<file path="src/rtl/sysctl_pkg.sv">
// Package: register numbers and per-register write behaviour of the
// system-control register bank. Assumes 32-bit register storage.
package sysctl_pkg;
    localparam int REG_W = 32;
    localparam int SEL_W = 5;
    localparam int NREG  = 1 << SEL_W;

    localparam int N_INDEX   = 0;
    localparam int N_RANDOM  = 1;
    localparam int N_CONTEXT = 4;
    localparam int N_WIRED   = 6;
    localparam int N_COUNT   = 9;
    localparam int N_COMPARE = 11;
    localparam int N_STATUS  = 12;
    localparam int N_CAUSE   = 13;

    localparam int PEND_BIT = 15;

    // Whether a register number is implemented.
    function automatic logic is_known(input int sel);
        case (sel)
            0, 1, 2, 3, 4, 5, 6, 8, 9, 10, 11, 12, 13, 14, 15, 16,
            18, 19, 27, 28, 29: is_known = 1'b1;
            default:            is_known = 1'b0;
        endcase
    endfunction

    // Bits taken from the written value.
    function automatic logic [REG_W-1:0] take_mask(input int sel);
        case (sel)
            0:                      take_mask = 32'h8000_003F;
            2, 3:                   take_mask = 32'h3FFF_FFFF;
            4:                      take_mask = 32'hFF80_0000;
            5:                      take_mask = 32'h01FF_E000;
            10:                     take_mask = 32'hFFFF_E0FF;
            28:                     take_mask = 32'h0FFF_FFC0;
            6, 12, 14, 16, 18, 19:  take_mask = 32'hFFFF_FFFF;
            default:                take_mask = '0;
        endcase
    endfunction

    // Bits retained from the old value on a write.
    function automatic logic [REG_W-1:0] hold_mask(input int sel);
        case (sel)
            4:             hold_mask = 32'h007F_FFF0;
            8, 15, 27:     hold_mask = 32'hFFFF_FFFF;
            default:       hold_mask = '0;
        endcase
    endfunction
endpackage

</file>
<file path="src/rtl/sysctl_slot.sv">
// One plain register: on a write it keeps the masked new bits plus the
// retained old bits. Assumes SLOT is an implemented, non-special number.
module sysctl_slot
    import sysctl_pkg::*;
#(
    parameter int SLOT = 0
) (
    input  logic             clk,
    input  logic             rst_n,
    input  logic             hit,
    input  logic [REG_W-1:0] wval,
    output logic [REG_W-1:0] q
);
    localparam logic [REG_W-1:0] TAKE = take_mask(SLOT);
    localparam logic [REG_W-1:0] HOLD = hold_mask(SLOT);

    // Register update: merge of masked write data and retained bits.
    always_ff @(posedge clk) begin
        if (!rst_n)   q <= '0;
        else if (hit) q <= (wval & TAKE) | (q & HOLD);
    end

    assert_slot_masked_R1: assert property (@(posedge clk) disable iff (!rst_n)
        hit |=> ((q & ~(TAKE | HOLD)) == '0));
endmodule

</file>
<file path="src/rtl/sysctl_random.sv">
// Replacement-slot counter: steps down per retire and wraps to TOP at
// or below the floor. A floor write reloads TOP. Assumes TOP < 2^REG_W.
module sysctl_random
    import sysctl_pkg::*;
#(
    parameter int TOP = 31
) (
    input  logic             clk,
    input  logic             rst_n,
    input  logic             reload,
    input  logic             step,
    input  logic [REG_W-1:0] floor_v,
    output logic [REG_W-1:0] q
);
    localparam logic [REG_W-1:0] TOPV = REG_W'(TOP);

    // Counter update: reload has priority over stepping.
    always_ff @(posedge clk) begin
        if (!rst_n)               q <= TOPV;
        else if (reload)          q <= TOPV;
        else if (step) begin
            if (q <= floor_v)     q <= TOPV;
            else                  q <= q - 1'b1;
        end
    end

    assert_reload_top_R9: assert property (@(posedge clk) disable iff (!rst_n)
        reload |=> (q == TOPV));
    assert_range_R10: assert property (@(posedge clk) disable iff (!rst_n)
        q <= TOPV);
    assert_idle_stable_R10: assert property (@(posedge clk) disable iff (!rst_n)
        (!reload && !step) |=> $stable(q));
endmodule

</file>
<file path="src/rtl/sysctl_timer.sv">
// Counter, compare value and timer pending bit. Assumes at most one of
// the write strobes is active in a cycle (they decode one number).
module sysctl_timer
    import sysctl_pkg::*;
(
    input  logic             clk,
    input  logic             rst_n,
    input  logic             tick,
    input  logic             cnt_wr,
    input  logic             cmp_wr,
    input  logic             pend_clr,
    input  logic [REG_W-1:0] wval,
    output logic [REG_W-1:0] cnt,
    output logic [REG_W-1:0] cmp,
    output logic             pend
);
    logic [REG_W-1:0] cnt_inc;
    assign cnt_inc = cnt + 1'b1;

    // Counter: load wins over increment.
    always_ff @(posedge clk) begin
        if (!rst_n)      cnt <= '0;
        else if (cnt_wr) cnt <= wval;
        else if (tick)   cnt <= cnt_inc;
    end

    // Compare value: plain load.
    always_ff @(posedge clk) begin
        if (!rst_n)      cmp <= '0;
        else if (cmp_wr) cmp <= wval;
    end

    // Pending bit: clearing writes win over a match.
    always_ff @(posedge clk) begin
        if (!rst_n)                               pend <= 1'b0;
        else if (cmp_wr || pend_clr)              pend <= 1'b0;
        else if (tick && !cnt_wr && cnt_inc == cmp) pend <= 1'b1;
    end

    assert_count_hold_R7: assert property (@(posedge clk) disable iff (!rst_n)
        (!cnt_wr && !tick) |=> $stable(cnt));
    assert_count_step_R7: assert property (@(posedge clk) disable iff (!rst_n)
        (tick && !cnt_wr) |=> (cnt == $past(cnt) + 1'b1));
    assert_pend_sticky_R8: assert property (@(posedge clk) disable iff (!rst_n)
        (pend && !cmp_wr && !pend_clr) |=> pend);
    assert_pend_clear_R8: assert property (@(posedge clk) disable iff (!rst_n)
        (cmp_wr || pend_clr) |=> !pend);
endmodule

</file>
<file path="src/rtl/sysctl_regbank.sv">
// Top: system-control register bank. Decodes writes to per-register
// slots and the timer/replacement counters, and flags illegal writes.
// Assumes TLB_ENTRIES is between 2 and 64 (6-bit index field).
module sysctl_regbank
    import sysctl_pkg::*;
#(
    parameter int TLB_ENTRIES = 32,
    parameter int XLEN        = 64
) (
    input  logic             clk,
    input  logic             rst_n,
    input  logic             wr_en,
    input  logic [SEL_W-1:0] wr_sel,
    input  logic [XLEN-1:0]  wr_data,
    input  logic [SEL_W-1:0] rd_sel,
    output logic [XLEN-1:0]  rd_data,
    input  logic             tick,
    input  logic             retire,
    output logic             err,
    output logic             timer_irq
);
    localparam int IDX_W = 6;
    localparam logic [IDX_W-1:0] IDX_MAX = IDX_W'(TLB_ENTRIES - 1);

    logic [REG_W-1:0] view [NREG];
    logic [REG_W-1:0] wval;
    logic [REG_W-1:0] rnd_q, cnt_q, cmp_q;
    logic             pend_q;
    logic             bad_wr;
    logic             cause_zero;

    assign wval       = wr_data[REG_W-1:0];
    assign cause_zero = (wr_data == '0);

    // Illegal-access decode for the current write.
    always_comb begin
        bad_wr = 1'b0;
        if (wr_en) begin
            if (!is_known(int'(wr_sel)))
                bad_wr = 1'b1;
            else if (int'(wr_sel) == N_INDEX && wr_data[IDX_W-1:0] > IDX_MAX)
                bad_wr = 1'b1;
            else if (int'(wr_sel) == N_CAUSE && !cause_zero)
                bad_wr = 1'b1;
        end
    end

    // Error flag: one-cycle report of an illegal write.
    always_ff @(posedge clk) begin
        if (!rst_n) err <= 1'b0;
        else        err <= bad_wr;
    end

    genvar i;
    generate
        for (i = 0; i < NREG; i++) begin : g_reg
            if (i == N_RANDOM) begin : g_rnd
                assign view[i] = rnd_q;
            end else if (i == N_COUNT) begin : g_cnt
                assign view[i] = cnt_q;
            end else if (i == N_COMPARE) begin : g_cmp
                assign view[i] = cmp_q;
            end else if (i == N_CAUSE) begin : g_cause
                assign view[i] = REG_W'(pend_q) << PEND_BIT;
            end else if (is_known(i)) begin : g_plain
                sysctl_slot #(.SLOT(i)) u_slot (
                    .clk   (clk),
                    .rst_n (rst_n),
                    .hit   (wr_en && int'(wr_sel) == i),
                    .wval  (wval),
                    .q     (view[i])
                );
            end else begin : g_none
                assign view[i] = '0;
            end
        end
    endgenerate

    sysctl_random #(.TOP(TLB_ENTRIES - 1)) u_random (
        .clk     (clk),
        .rst_n   (rst_n),
        .reload  (wr_en && int'(wr_sel) == N_WIRED),
        .step    (retire),
        .floor_v (view[N_WIRED]),
        .q       (rnd_q)
    );

    sysctl_timer u_timer (
        .clk      (clk),
        .rst_n    (rst_n),
        .tick     (tick),
        .cnt_wr   (wr_en && int'(wr_sel) == N_COUNT),
        .cmp_wr   (wr_en && int'(wr_sel) == N_COMPARE),
        .pend_clr (wr_en && int'(wr_sel) == N_CAUSE && cause_zero),
        .wval     (wval),
        .cnt      (cnt_q),
        .cmp      (cmp_q),
        .pend     (pend_q)
    );

    // Read path: sign-extend the selected register.
    always_comb begin
        rd_data = {{(XLEN-REG_W){view[rd_sel][REG_W-1]}}, view[rd_sel]};
    end

    // Interrupt request: pending AND mask AND global enable.
    always_comb begin
        timer_irq = view[N_CAUSE][PEND_BIT] & view[N_STATUS][PEND_BIT]
                  & view[N_STATUS][0];
    end

    assert_err_after_write_R4: assert property (@(posedge clk) disable iff (!rst_n)
        err |-> $past(wr_en));
    assert_cause_nonzero_keeps_R5: assert property (@(posedge clk) disable iff (!rst_n)
        (wr_en && int'(wr_sel) == N_CAUSE && !cause_zero && !tick) |=> $stable(pend_q));
    assert_irq_needs_pending_R11: assert property (@(posedge clk) disable iff (!rst_n)
        timer_irq |-> pend_q);
endmodule

</file>
<file path="config.mk">
export PLATFORM = sky130hd
export DESIGN_NAME = sysctl_regbank
export DESIGN_NICKNAME = d
export VERILOG_FILES = /design/src/rtl/sysctl_pkg.sv /design/src/rtl/sysctl_slot.sv /design/src/rtl/sysctl_random.sv /design/src/rtl/sysctl_timer.sv /design/src/rtl/sysctl_regbank.sv
export SDC_FILE = /design/constraint.sdc
export NUM_CORES = 1
export LEC_CHECK = 0
export BUFFER_PORTS_ARGS = -buffer_cell sky130_fd_sc_hd__buf_2
export CAP_MARGIN = 15
export CORE_ASPECT_RATIO = 0.8
export CORE_MARGIN = 1.5
export CORE_UTILIZATION = 50
export CTS_CLUSTER_DIAMETER = 100
export DETAILED_ROUTE_END_ITERATION = 6
export PLACE_DENSITY = 0.66
export RECOVER_POWER = 25
export SKIP_CTS_REPAIR_TIMING = 1
export SLEW_MARGIN = 20
export SYNTH_ARGS = -nofsm -noshare
export SYNTH_HDL_FRONTEND = slang
export SYNTH_SLANG_ARGS = --single-unit
</file>
<file path="constraint.sdc">
create_clock -name clk -period 3.5 [get_ports clk]
set_input_delay 0.35 -clock clk [delete_from_list [all_inputs] [get_ports clk]]
set_output_delay 0.35 -clock clk [all_outputs]
set_load 0.02 [all_outputs]
</file>
**Word-level counts from Yosys, hierarchy flattened**

Memories as Yosys holds them, arrays and structs flattened.
Cells that the tools add are included.

- Latch bits: 0
- Memories kept: 1
- Word-level logic and storage cells: 85
- Register bits after elaboration: 450
- Memory bits (writable): 0
- Memory bits (read-only): 32

- Reductions and logical operators: 30
- Bitwise gates (word level): 5
- Shifts and indexed selects: 0
- Mux-type cells: 10
- Div/mod/pow operators: 0
- Add/subtract/negate cells: 2
- Magnitude comparators: 3
- Equality and inequality tests: 16
- Multipliers: 0

Memory list:

| memory | words | bits a word | rd ports | clocked after memory_dff | write ports | RTL line | RTL |
|---|---|---|---|---|---|---|---|
| (name not given) | 32 | 1 | 1 | 0 | 0 | sysctl_pkg.sv:21 | `case (sel)` |

Operators with widths:

| kind | count |
|---|---|
| 32-bit binary-select mux with 5-bit select | 1 |
| 32-bit 2-to-1 mux | 5 |
| 64-bit zero test | 1 |
| 5-bit equality test (second input constant) | 9 |
| 32-bit by 1-bit adder with 32-bit output (second input constant) | 1 |
| 32-bit equality test | 1 |
| 32-bit <= comparator | 1 |
| 32-bit by 23-bit bitwise OR with 32-bit output | 1 |
| 32-bit by 1-bit subtractor with 32-bit output (second input constant) | 1 |
| 1-bit logical AND | 21 |
| 5-bit by 3-bit equality test with 1-bit output (second input constant) | 3 |
| 5-bit by 4-bit equality test with 1-bit output (second input constant) | 3 |
| 6-bit >= comparator (second input constant) | 1 |
| 6-bit by 5-bit greater-than comparator with 1-bit output (second input constant) | 1 |
| 5-bit NOT with 6-bit output | 1 |
| 5-bit zero test | 1 |
| 1-bit 2-to-1 mux | 4 |
| 2-bit OR reduction | 2 |
| 1-bit AND | 2 |
| 1-bit zero test | 2 |
| 2-bit AND reduction | 1 |
| 2-bit nonzero test | 1 |
| 1-bit logical OR | 1 |
| 1-bit NOT | 1 |

**Logic depth before layout (Yosys ltp)**

- Depth in word-level cells: 6
- Gate-level depth with buffers: 11

**Hierarchy**

Synthesis repeated with hierarchy kept, for this count alone.

- Cell total of the unflattened synthesis: 2,860
- Area total of the unflattened synthesis: 27,901.8 um2

Modules (own cells, without submodules):

| module | area an instance (um2) | cells an instance | instances |
|---|---|---|---|
| sysctl_slot (g_reg[12].g_plain.u_slot ...) | 1,243.7 | 103 | 6 |
| sysctl_regbank | 6,907.9 | 797 | 1 |
| sysctl_timer | 4,192.8 | 500 | 1 |
| sysctl_random | 2,392.3 | 280 | 1 |
| sysctl_slot (g_reg[2].g_plain.u_slot ...) | 1,189.9 | 100 | 2 |
| sysctl_slot (g_reg[10].g_plain.u_slot) | 1,079.8 | 92 | 1 |
| sysctl_slot (g_reg[15].g_plain.u_slot ...) | 244.0 | 33 | 4 |
| sysctl_slot (g_reg[28].g_plain.u_slot) | 935.9 | 82 | 1 |
| sysctl_slot (g_reg[5].g_plain.u_slot) | 604.3 | 59 | 1 |
| sysctl_slot (g_reg[4].g_plain.u_slot) | 514.2 | 52 | 1 |
| sysctl_slot (g_reg[0].g_plain.u_slot) | 456.7 | 48 | 1 |

**Worst setup path before layout**

Ideal clock, no wire load.

- Path kind: input -> output
- Start point: input rd_sel[0]
- End point: output rd_data[32]
- Path slack: -0.446 ns
- Data required time: 3.150 ns
- Stages on the path: 9
- Arrival time: 3.596 ns
- Buffers on the path: 5
- Cells stage by stage: clkbuf_1 clkbuf_1 clkbuf_1 buf_2 mux2i_1 nor3_1 a211oi_1 o22ai_1 buf_4

- Cells in the longest elaborated chain, start to end: 4

RTL lines:

| what | RTL line | RTL |
|---|---|---|
| start: declaration | sysctl_regbank.sv:15 | `input logic [SEL_W-1:0] rd_sel,` |
| 5-bit NOT with 6-bit output | n/a |  |
| 32-bit binary-select mux with 5-bit select | n/a |  |
| 32-bit 2-to-1 mux (2 in series) | n/a |  |
| end: declaration | sysctl_regbank.sv:16 | `output logic [XLEN-1:0] rd_data,` |

Every way passes these cells. The select of a mux whose other input is x is not followed.

**Worst setup path in the final report**

- Start point: input rd_sel[3]
- End point: output rd_data[11]

- Cells in the longest elaborated chain, start to end: 4

RTL lines:

| what | RTL line | RTL |
|---|---|---|
| 5-bit NOT with 6-bit output (implied by the code) | sysctl_regbank.sv:103 | `rd_data = {{(XLEN-REG_W){view[rd_sel][REG_W-1]}}, view[rd_sel]};` |
| 32-bit binary-select mux with 5-bit select | sysctl_regbank.sv:103 |  |
| 32-bit 2-to-1 mux (implied by the code) (2 in series) | sysctl_regbank.sv:103 |  |

Every way passes these cells. The select of a mux whose other input is x is not followed.

==> flow_metrics.py <==
metrics = {
    "route": {
        "first_pass_iters": 6,
        "vias": 21260,
        "drt_iter0_drc": 2344,
        "drc": 0,
        "wl_mm": 81.52,
        "wire_per_inst_um": 23.38,
        "via_per_inst": 6.098,
        "ant_nets": 0,
    },
    "final_layout": {
        "final_common_cell": "nand2_1",
        "nets": 2964,
        "instances_no_fill": 3487,
        "area_delta_synth_final_pct": 10.50,
        "drive_gt1_share_pct": 13.22,
        "layout_common_cells": "813 x nand2_1, 427 x dfxtp_1, 362 x a21boi_0",
    },
    "outcome": {
        "outcome": "finished, violations left",
        "violations": "max-capacitance violations, max-slew violations",
    },
    "worst_setup_path": {
        "crit_end": "rd_data[11]",
        "crit_start": "rd_sel[3]",
        "max_stage_delay_ns": 0.64,
        "crit_chain": "buf_2, clkinv_1, buf_4, nand2_1, o22ai_1, a22oi_1, o32ai_1, buf_2",
        "crit_path_top_delay_cell": "clkinv_1",
        "start_kind": "primary input",
        "crit_type": "in -> out",
        "cp_top_family": "buffers and inverters",
        "reg2reg_from": "u_timer.cnt[0]$_SDFFE_PN0P_",
        "cp-end-kind": "primary output",
        "critPathArrivalTime_ns": 2.69,
        "crit_top_cell": "buf_2",
        "worstPathRequired_ns": 3.15,
        "timing.reg2reg.setup_slack_ns": 0.47,
        "crit_buf_inv": 4,
        "r2r-end": "u_timer.pend$_SDFFE_PP0P_",
        "worst-path-stages": 8,
        "reg2regPathDepth": 9,
        "path_max_fanout": 20,
    },
    "power_and_ir_drop": {
        "leakagePower_uw": 0.009099,
        "powerDensity_nw_per_um2": 423.9,
        "ir_worst_vdd_mv": 0.4148,
    },
    "placed_design": {
        "place_inst": 3408,
        "dpl.hpwl_mm": 55.37,
        "gp_congestion": 0.9735,
        "io_buffers": 144,
    },
    "clock_tree": {
        "cts.clk_slew.worst_paths_ns": 0.07,
        "cts_buffers": 44,
        "cts_buffer_depth": 3,
        "htree_levels": 2,
        "insertion_delay_ns": 0.57,
        "clockRootBuffer": "clkbuf_16",
        "cts_tree": "done",
        "cts.sinks": 427,
    },
    "yosys": {
        "synth_ff_type": "dfxtp_1",
        "synthCells": 2863,
        "syn_area_per_cell_sq_um": 7.906,
        "ys_top_cells_by_area": "dfxtp_1 38%, nand2_1 13%, a21boi_0 12%",
        "ys_seq_area_share_pct": 37.77,
        "ys_types": 78,
        "synth_area_leader_cell": "dfxtp_1",
        "syn-cell-area_sq_um": 22630,
        "synth_nets": 2976,
        "synth_enable_flop_cells": 0,
        "yosys_warnings": 0,
        "synth_top_area_share_pct": 37.77,
        "ys_async_sr_fraction_pct": 0,
        "synth-seq-cells": 427,
    },
    "floorplanning": {
        "boundaryPins": 145,
        "chipWidth_um": 240.9,
        "design.core.area_sq_um": 44550,
        "die_h_um": 193.3,
        "die_area_sq_um": 46560,
        "rows": 69,
        "start_util_pct": 50.81,
    },
    "grt": {
        "grt_pass1_vias": 19620,
        "grt_use_total_pct": 34.25,
        "grt_max_degree": 150,
        "antenna_found_initial": 2,
        "grt_pass1_wl_mm": 121.7,
        "grt-ovfl-total": 0,
    },
    "timing": {
        "fin_skew_ns": 0.01933,
        "rsz0062_at_grt": "false",
        "worst_pin_slew_ns": 1.928,
        "finalSetupTns_ns": 0,
        "slew_violations": 132,
        "slew_headroom_pct": -28.51,
        "fmax_mhz": 329.3,
        "fin_crit_ns": 3.037,
        "finalHoldViolCount": 0,
        "fin_crit_sh_pct": 86.77,
        "setup_viol": 0,
    },
    "worst_hold_path": {
        "hp-class": "in -> reg",
    },
    "job": {
        "drv_cap": 4,
    },
}
-- worst min-delay path by stage --
stage | from | end | slack (ns) | cells after the start
floorplan | g_reg[5].g_plain.u_slot.q[13]$_SDFFE_PN0P_ | g_reg[5].g_plain.u_slot.q[13]$_SDFFE_PN0P_ | 0.44 | 2
global placement | g_reg[5].g_plain.u_slot.q[15]$_SDFFE_PN0P_ | g_reg[5].g_plain.u_slot.q[15]$_SDFFE_PN0P_ | 0.45 | 2
detailed placement | g_reg[5].g_plain.u_slot.q[19]$_SDFFE_PN0P_ | g_reg[5].g_plain.u_slot.q[19]$_SDFFE_PN0P_ | 0.45 | 2
CTS | wr_en | err$_SDFF_PN0_ | 0.05 | 2
global route | wr_en | err$_SDFF_PN0_ | 0.07 | 2
finish | wr_en | err$_SDFF_PN0_ | 0.07 | 2
-- power breakdown --
part / total, uW / internal, uW / switching [uW]
Sequential: 4940 / 4900 / 40.2
Combinational: 927 / 295 / 631
Clock: 4740 / 2690 / 2050
Total: 10600 / 7880 / 2720
-- final cells by class --
cell class              instances  area, sq um
diodes                          1        2.502
clock buffers                  65         1321
clock inverters                13        102.6
fillers                      4110        19540
inverters                      52        195.2
multi-input cells            2106        12740
flip-flops and latches        427         8548
well taps                     603        754.5
repair buffers                220         1351
-- cell families (layout without fill, tap and decap cells) --
family                     count (synthesis)  count (layout)  synth area share [%]
and+or+nand+nor                         1138            1138                 21.54
AOI/OAI and AO/OA                        731             731                 22.86
DFF                                      427             427                 37.77
buffers and inverters                    330             350                 6.230
xor gates and xnor gates                 103             103                 3.986
muxes                                    100             100                 5.743
adders and majority gates                 34              34                 1.880
other                                      0               1                     0
-- layer usage --
metal,track usage [%],routed length (um),vias up
met1,48.61,34920,10250
met2,52.11,35460,1122
li1,-,-,9716
met5,0,0,-
met3,5.280,7779,178
met4,13.24,3359,0
-- Yosys cell counts (39+ instances only) --
library cell and instances:
a21boi_0 362, a21oi_1 71, clkbuf_1 214, dfxtp_1 427, inv_1 51, mux2_2 39
mux2i_1 41, nand2_1 813, nand3_1 58, nor2_1 100, o21ai_0 99, o22ai_1 48
xnor2_1 52, xor2_1 51
-- stage by stage --
step / area [sq um] / utilization (%) / hold slack [ns] / total power, uW / setup slack [ns]
final: 25010 / 56.15 / 0.06791 / 10600 / 0.4630
after global routing: 25010 / 56.14 / 0.07395 / 10890 / 0.2774
after CTS: 25040 / 56.20 / 0.05268 / 10610 / 0.5217
after detailed placement: 23610 / 53.01 / 0.4544 / 5946 / 0.5457
after global placement: 23610 / 53.01 / 0.4462 / 5933 / 0.5142
after floorplan: 22640 / - / 0.4383 / 5575 / 0.2425
-- registers in the layout, summed over array words and instances (netlist names) --
signal,flops
g.g_plain.u_slot.q,329
u_random.q,32
u_timer.cmp,32
u_timer.cnt,32
err,1
u_timer.pend,1
(Power assumes the default switching activity.)
